## config.mk

```make
export PLATFORM = sky130hd
export DESIGN_NAME = sdac_setpoint_regs
export DESIGN_NICKNAME = d
export VERILOG_FILES = /design/src/rtl/sdac_pkg.sv /design/src/rtl/sdac_input_sync.sv /design/src/rtl/sdac_frame_shifter.sv /design/src/rtl/sdac_latch_bank.sv /design/src/rtl/sdac_setpoint_regs.sv
export SDC_FILE = /design/constraint.sdc
export NUM_CORES = 1
export LEC_CHECK = 0
export BUFFER_PORTS_ARGS = -buffer_cell sky130_fd_sc_hd__buf_2
export CORE_MARGIN = 2
export CORE_UTILIZATION = 54
export CTS_CLUSTER_SIZE = 8
export DETAILED_ROUTE_END_ITERATION = 10
export PLACE_DENSITY = 0.79
export SLEW_MARGIN = 15
export SYNTH_ARGS = -nofsm -noshare
export SYNTH_HDL_FRONTEND = slang
export SYNTH_HIERARCHICAL = 1
export SYNTH_SLANG_ARGS = --single-unit
```

## constraint.sdc

```tcl
create_clock -name clk -period 2.2 [get_ports clk]
set_input_delay 0.33 -clock clk [delete_from_list [all_inputs] [get_ports clk]]
set_output_delay 0.33 -clock clk [all_outputs]
set_load 0.05 [all_outputs]
```

## src/rtl/sdac_pkg.sv

```systemverilog
package sdac_pkg;
  // Default geometry of the setpoint register.
  localparam int unsigned SDAC_NUM_CH   = 12;
  localparam int unsigned SDAC_DATA_W   = 8;
  localparam int unsigned SDAC_ADDR_W   = 4;
  localparam int unsigned SDAC_SYNC_LEN = 2;

  // Index of each raw serial wire inside the synchronizer vector.
  localparam int unsigned SDAC_PIN_DIN  = 0;
  localparam int unsigned SDAC_PIN_SCK  = 1;
  localparam int unsigned SDAC_PIN_LOAD = 2;
  localparam int unsigned SDAC_PIN_CNT  = 3;
endpackage

```

## src/rtl/sdac_input_sync.sv

```systemverilog
module sdac_input_sync
  import sdac_pkg::*;
#(
  parameter int unsigned STAGES = SDAC_SYNC_LEN
) (
  input  logic clk,
  input  logic rst_n,
  input  logic din_raw,
  input  logic sck_raw,
  input  logic load_raw,
  output logic din_s,
  output logic shift_evt,
  output logic load_evt
);
  localparam int unsigned W = SDAC_PIN_CNT;

  logic [STAGES-1:0][W-1:0] chain_q;
  logic [W-1:0]             raw_vec;
  logic                     sck_prev_q;
  logic                     load_prev_q;

  always_comb begin
    raw_vec                = '0;
    raw_vec[SDAC_PIN_DIN]  = din_raw;
    raw_vec[SDAC_PIN_SCK]  = sck_raw;
    raw_vec[SDAC_PIN_LOAD] = load_raw;
  end

  // Synchronizer chain: every wire goes through the same number of flops,
  // so the data bit stays aligned with its shift clock.
  generate
    for (genvar s = 0; s < STAGES; s++) begin : g_stage
      if (s == 0) begin : g_first
        always_ff @(posedge clk or negedge rst_n) begin
          if (!rst_n) chain_q[s] <= '0;
          else        chain_q[s] <= raw_vec;
        end
      end else begin : g_next
        always_ff @(posedge clk or negedge rst_n) begin
          if (!rst_n) chain_q[s] <= '0;
          else        chain_q[s] <= chain_q[s-1];
        end
      end
    end
  endgenerate

  always_ff @(posedge clk or negedge rst_n) begin
    if (!rst_n) begin
      sck_prev_q  <= 1'b0;
      load_prev_q <= 1'b0;
    end else begin
      sck_prev_q  <= chain_q[STAGES-1][SDAC_PIN_SCK];
      load_prev_q <= chain_q[STAGES-1][SDAC_PIN_LOAD];
    end
  end

  assign din_s     = chain_q[STAGES-1][SDAC_PIN_DIN];
  assign shift_evt = chain_q[STAGES-1][SDAC_PIN_SCK]  & ~sck_prev_q;
  assign load_evt  = chain_q[STAGES-1][SDAC_PIN_LOAD] & ~load_prev_q;
endmodule

```

## src/rtl/sdac_frame_shifter.sv

```systemverilog
module sdac_frame_shifter #(
  parameter int unsigned WIDTH = 12
) (
  input  logic             clk,
  input  logic             rst_n,
  input  logic             shift_en,
  input  logic             bit_in,
  output logic [WIDTH-1:0] frame_q,
  output logic             msb_out
);
  // New bits enter at index 0 and move toward index WIDTH-1.
  always_ff @(posedge clk or negedge rst_n) begin
    if (!rst_n)        frame_q <= '0;
    else if (shift_en) frame_q <= {frame_q[WIDTH-2:0], bit_in};
  end

  assign msb_out = frame_q[WIDTH-1];
endmodule

```

## src/rtl/sdac_latch_bank.sv

```systemverilog
module sdac_latch_bank #(
  parameter int unsigned NUM_CH = 12,
  parameter int unsigned DATA_W = 8
) (
  input  logic                     clk,
  input  logic                     rst_n,
  input  logic [NUM_CH-1:0]        wr_sel,
  input  logic [DATA_W-1:0]        wr_data,
  output logic [NUM_CH*DATA_W-1:0] codes
);
  generate
    for (genvar c = 0; c < NUM_CH; c++) begin : g_chan
      logic [DATA_W-1:0] code_q;

      always_ff @(posedge clk or negedge rst_n) begin
        if (!rst_n)         code_q <= '0;
        else if (wr_sel[c]) code_q <= wr_data;
      end

      assign codes[c*DATA_W +: DATA_W] = code_q;
    end
  endgenerate
endmodule

```

## src/rtl/sdac_setpoint_regs.sv

```systemverilog
module sdac_setpoint_regs
  import sdac_pkg::*;
#(
  parameter int unsigned NUM_CH   = SDAC_NUM_CH,
  parameter int unsigned DATA_W   = SDAC_DATA_W,
  parameter int unsigned ADDR_W   = SDAC_ADDR_W,
  parameter int unsigned SYNC_LEN = SDAC_SYNC_LEN
) (
  input  logic                     clk,
  input  logic                     rst_n,
  input  logic                     ser_din,
  input  logic                     ser_sck,
  input  logic                     ser_load,
  output logic                     ser_dout,
  output logic [NUM_CH*DATA_W-1:0] chan_codes
);
  localparam int unsigned FRAME_W = ADDR_W + DATA_W;

  // The address field sits in the top ADDR_W bits. Its first-shifted bit
  // (top of the register) carries weight 1, so the field is read bit-reversed.
  function automatic logic [ADDR_W-1:0] field_addr(input logic [FRAME_W-1:0] f);
    logic [ADDR_W-1:0] a;
    for (int i = 0; i < int'(ADDR_W); i++) a[i] = f[FRAME_W-1-i];
    return a;
  endfunction

  // The code field is the low DATA_W bits, in natural weight order.
  function automatic logic [DATA_W-1:0] field_code(input logic [FRAME_W-1:0] f);
    return f[DATA_W-1:0];
  endfunction

  // Address values 1..NUM_CH are the only ones that name a channel.
  function automatic logic is_chan_code(input logic [ADDR_W-1:0] a);
    return (int'(a) >= 1) && (int'(a) <= int'(NUM_CH));
  endfunction

  // Address value n selects channel slot n-1.
  function automatic logic [NUM_CH-1:0] chan_select(input logic [ADDR_W-1:0] a);
    logic [NUM_CH-1:0] s;
    s = '0;
    for (int c = 0; c < int'(NUM_CH); c++)
      if (int'(a) == c + 1) s[c] = 1'b1;
    return s;
  endfunction

  // Named internal events, used by the bound checker.
  logic               din_s;
  logic               shift_evt;
  logic               load_evt;
  logic [FRAME_W-1:0] sr_q;
  logic [ADDR_W-1:0]  frame_addr;
  logic [DATA_W-1:0]  frame_code;
  logic               addr_valid;
  logic [NUM_CH-1:0]  wr_sel;

  sdac_input_sync #(
    .STAGES (SYNC_LEN)
  ) u_sync (
    .clk       (clk),
    .rst_n     (rst_n),
    .din_raw   (ser_din),
    .sck_raw   (ser_sck),
    .load_raw  (ser_load),
    .din_s     (din_s),
    .shift_evt (shift_evt),
    .load_evt  (load_evt)
  );

  sdac_frame_shifter #(
    .WIDTH (FRAME_W)
  ) u_shift (
    .clk      (clk),
    .rst_n    (rst_n),
    .shift_en (shift_evt),
    .bit_in   (din_s),
    .frame_q  (sr_q),
    .msb_out  (ser_dout)
  );

  assign frame_addr = field_addr(sr_q);
  assign frame_code = field_code(sr_q);
  assign addr_valid = is_chan_code(frame_addr);
  assign wr_sel     = load_evt ? chan_select(frame_addr) : '0;

  sdac_latch_bank #(
    .NUM_CH (NUM_CH),
    .DATA_W (DATA_W)
  ) u_bank (
    .clk     (clk),
    .rst_n   (rst_n),
    .wr_sel  (wr_sel),
    .wr_data (frame_code),
    .codes   (chan_codes)
  );
endmodule

```

[After elaboration in Yosys (flattened, before gate mapping)]
Index checks and enable logic that the tools add are counted.
Storage, ports and cells
  bits in registers: 116
  latch bits: 0
  memory bits (writable): 0
  ROM bits: 0
  bits of input ports: 5
  output and inout port bits: 97
  word-level logic and storage cells: 46
  memories: 0
Cells by class
  $add $sub $neg: 0
  multipliers: 0
  divide/modulo/power cells: 0
  magnitude comparators: 0
  eq/ne operators: 12
  shifts and indexed selects: 0
  muxes and demuxes: 13
  bitwise operators: 4
  reduce and logical (&&, ||, !) cells: 0
Operators with widths (number)
  $eq 4x4->1 const B: 8
  $eq 4x3->1 const B: 3
  $mux 1: 12
  $mux 12: 1
  $eq 4x2->1 const B: 1
  $and 1x1->1: 2
  $not 1->1: 2

[Logic depth before layout (Yosys ltp)]
  depth after elaboration: 3
  gate-level depth with buffers: 5
  mapped depth without buffers: 4

[Modules after synthesis]
Netlist, hierarchy kept.
Modules (own cells, without submodules)
  sdac_latch_bank: times used 1, cells an instance 212, area an instance 4018.9 um2, sequential area each 2402.3 um2
  sdac_frame_shifter: times used 1, cells an instance 26, area an instance 491.7 um2, sequential area each 300.3 um2
  sdac_input_sync: times used 1, cells an instance 10, area an instance 227.7 um2, sequential area each 200.2 um2
  sdac_setpoint_regs: times used 1, cells an instance 19, area an instance 93.8 um2, sequential area each 0.0 um2

[Worst setup path after synthesis]
OpenSTA, ideal clock, no wires.
  path type: register to register
  from: reg u_shift.frame_q[11]
  to: reg u_bank.g_chan[5].code_q[0]
  setup time: 0.125 ns
  arrival: 1.526 ns
  data required time: 2.075 ns
  path slack: 0.549 ns
  cell stages (with the launch flop): 6
  buffers on the path: 2
  period minus slack after synthesis: 1.651 ns
  cell sequence: dfrtp_1 buf_4 nand2b_1 nor2_1 buf_6 mux2_4
On the way
  cells in the longest elaborated chain, start to end: 3
Ends and longest elaborated chain
  start, declared: line sdac_frame_shifter.sv:8  | output logic [WIDTH-1:0] frame_q,
  start signal, assigned: line sdac_frame_shifter.sv:14  | else if (shift_en) frame_q <= {frame_q[WIDTH-2:0], bit_in};
  $eq 4x4->1: line sdac_setpoint_regs.sv:42  | if (int'(a) == c + 1) s[c] = 1'b1;
  $mux 1: line sdac_setpoint_regs.sv:42
  $mux 12: line sdac_setpoint_regs.sv:83  | assign wr_sel = load_evt ? chan_select(frame_addr) : '0;
  named net wr_sel[5]: line sdac_setpoint_regs.sv:54  | logic [NUM_CH-1:0] wr_sel;
  end signal, assigned: line sdac_latch_bank.sv:17  | else if (wr_sel[c]) code_q <= wr_data;
  end, declared: line sdac_latch_bank.sv:13  | logic [DATA_W-1:0] code_q;
The timed path passes the listed nets, and every way through them passes these cells.
A chain may end at the register's enable or synchronous reset.

[Worst setup path after layout]
  from: reg u_sync/chain_q[5] (netlist name)
  to: reg u_bank.g_chan[0].code_q[0]
On the way
  cells in the longest elaborated chain, start to end: 2
Ends and longest elaborated chain
  start, declared: line sdac_input_sync.sv:17  | logic [STAGES-1:0][W-1:0] chain_q;
  start signal, assigned by index: line sdac_input_sync.sv:41  | else chain_q[s] <= chain_q[s-1];
  $and 1x1->1: line sdac_input_sync.sv:59  | assign load_evt = chain_q[STAGES-1][SDAC_PIN_LOAD] & ~load_prev_q;
  named net load_evt: line sdac_setpoint_regs.sv:49  | logic load_evt;
  $mux 12: line sdac_setpoint_regs.sv:83
  named net wr_sel[0]: line sdac_setpoint_regs.sv:54
  end signal, assigned: line sdac_latch_bank.sv:17
  end, declared: line sdac_latch_bank.sv:13
The timed path passes the listed nets, and every way through them passes these cells.

==> out/qor.txt <==
Row count = 34
Fmax = 580 MHz
Synth unique cells = 14
Starting Density = 55.7%
Fraction of layout cells with a size suffix above 1 = 65.3%
Post-Syn Nets = 272
Hold-fix buffers at CTS = 4
RSZ-0062 raised after global routing = no
Initial antenna violation count = 0
Fin. max-slew vios = 0
CTS-repair resized insts = 0
CP endpoint kind = flip-flop
Critical path arrival = 2.10 ns
Die height = 98.6 um
Buffers added on ports = 101
Final setup TNS = 0 ns
Congestion Overflow GR = 0
Hold Vio Cnt, Final = 0
Peak supply drop = 1.03 mV
Power Dens Cells = 1650 nW/um2
Vias in the first global route = 2762
Wire per inst = 19.8 um
Root Buffer = clkbuf_8
Final worst setup slack = 0.476 ns
Place WS = 0.509 ns
Run status = complete, no violations
GRT Util Overall = 21.3%
Vias/cell = 5.16
Slew @ Worst Pin = 0.682 ns
DRT iter0 DRCs = 103
Ys Warns = 6
Worst slew margin = 54.5%
Top Ports = 102
Tmin final = 1.72 ns
Die width = 98.6 um
# Max-Cap Violations = 0
CTS Buf Count = 17
Sequential area share after synthesis = 60.1%
FF+latch count, synth = 116
First drt pass iteration count = 5
Largest net degree at the start of global routing = 117
H-tree depth = 4
Leakage = 3.20 nW
Skew final = 0.0107 ns
First-pass GRT wire length = 15700 um
Part of the cycle the worst path needs = 78.4%
Placer congestion estimate = 0.812
Clock-pin slew on the worst setup and hold paths = 0.06 ns
Die area = 9720 um2
Hpwl dp = 6050 um
ANT nets after route = 0
Cell Area, Synth = 4830 um2
Via count = 2594
Core footprint = 8680 um2
Setup violations, final = 0
# diodes = 0
Detailed Route WL = 9950 um
Final nets = 387
Hold Crit Class = flip-flop to flip-flop
Startpoint type of the worst setup path = flip-flop
Gate Count Post-Synth = 267
TritonCTS clock tree = built
Syn Area/Cell = 18.1 um2
Synth-to-Final Area Change = 25.3%
Req. time, crit path = 2.58 ns
Worst Setup Path Type = flip-flop to flip-flop
Clock buffer depth = 2
Drc violations = 0
Worst skew pair latency = 0.50 ns
Setup Fix Bufs, Post-CTS = 0
CP Max Fanout = 8
CTS sink cnt = 116
-- power breakdown --
part / internal (mW) / switching, mW / leakage, nW / total [mW]
sequential: 2.75 / 0.716 / 1.55 / 3.47
clock: 1.82 / 0.947 / 0.286 / 2.77
combinational: 1.30 / 2.44 / 1.37 / 3.74
total: 5.87 / 4.10 / 3.20 / 9.97
-- placed cells by master, fill, tap and decap left out --
cell type / Yosys / routed
dfrtp_1: 116 / 116
buf_12: 0 / 1
buf_2: 8 / 100
nand2b_1: 2 / 2
buf_4: 1 / 13
clkinvlp_4: 0 / 4
clkbuf_1: 0 / 1
nand3_1: 1 / 1
nand3b_1: 2 / 2
clkinv_2: 0 / 1
clkinv_4: 0 / 3
dlygate4sd3_1: 0 / 4
mux2_2: 2 / 2
bufinv_16: 0 / 3
nor2b_4: 2 / 2
or3b_1: 1 / 1
nor3_2: 0 / 3
nor2_1: 9 / 9
mux2_4: 106 / 106
clkbuf_16: 0 / 16
clkbuf_8: 0 / 4
nand2_1: 1 / 1
-- final timing paths --
kind / depth (start not counted) / startpoint / slack (ns) / to
hold / removal: 0 / u_sync/chain_q[0]$_DFF_PN0_ / 0.35 / u_sync/din_s$_DFF_PN0_
hold reg to reg: 0 / u_sync/chain_q[0]$_DFF_PN0_ / 0.35 / u_sync/din_s$_DFF_PN0_
max in group asynchronous: 3 / rst_n / 1.26 / u_bank/g_chan[3].code_q[7]$_DFFE_PN0P_
setup reg to reg: 5 / u_sync/chain_q[5]$_DFF_PN0_ / 0.48 / u_bank/g_chan[0].code_q[0]$_DFFE_PN0P_
min in group asynchronous: 3 / rst_n / 0.44 / u_bank/g_chan[8].code_q[1]$_DFFE_PN0P_
setup / recovery: 5 / u_sync/chain_q[5]$_DFF_PN0_ / 0.48 / u_bank/g_chan[0].code_q[0]$_DFFE_PN0P_
-- worst max-delay path, cell delays in order (launching register included) --
cell and delay, ns:
dfrtp_1 0.36, nor2b_4 0.18, or3b_1 0.42, nor2_1 0.12
buf_4 0.21, mux2_4 0.32
-- layer usage --
layer / part of all wire (%) / GRT usage, %
met2: 47 / 32.5
met5: 0 / 0
met3: 4.3 / 4.75
met1: 48 / 30.8
met4: 0.73 / 6.64
-- metrics by stage --
stage	total power [mW]	utilization (%)	instances	area [um2]	hold slack [ns]
floorplan	6.30	-	267	4830	0.0344
global placement	7.16	62.3	467	5410	0.334
detailed placement	7.24	62.3	467	5410	0.337
CTS	10.1	69.8	503	6060	0.351
global route	10.3	69.8	503	6060	0.374
finish	9.97	69.8	503	6060	0.348
-- sequential cells by signal, summed over array words and instances (netlist names) --
name / flops
u_bank/g_chan.code_q: 96
u_shift/frame_q: 12
u_sync/chain_q: 5
u_sync/din_s: 1
u_sync/load_prev_q: 1
u_sync/sck_prev_q: 1
-- layout make-up --
| type | count | area [um2] |
|---|---|---|
| flip-flops and latches | 116 | 2900 |
| fillers | 591 | 2620 |
| multi-input cells | 129 | 1750 |
| repair buffers | 118 | 658 |
| clock buffers | 21 | 459 |
| clock inverters | 11 | 151 |
| well taps | 108 | 135 |
-- cell usage after synthesis --
master / n / area share (%)
buf_2: 8 / 0.83
nand2_1: 1 / 0.078
nand3_1: 1 / 0.10
mux2_2: 2 / 0.47
nand3b_1: 2 / 0.31
buf_6: 13 / 3.0
nand2b_1: 2 / 0.26
mux2_4: 106 / 33
or3b_1: 1 / 0.18
nor2b_4: 2 / 0.57
dfrtp_1: 116 / 60
nor2_1: 9 / 0.70
nor3_1: 3 / 0.31
buf_4: 1 / 0.16
-- cells by family (layout without fill, tap and decap cells) --
group / Yosys count / count (layout) / synth area share (%)
flip-flops: 116 / 116 / 60.1
multiplexers: 108 / 108 / 33.4
buffers and inverters: 22 / 150 / 4.01
AND/OR/NAND/NOR: 21 / 21 / 2.51
Power figures use the tool's default switching activity.
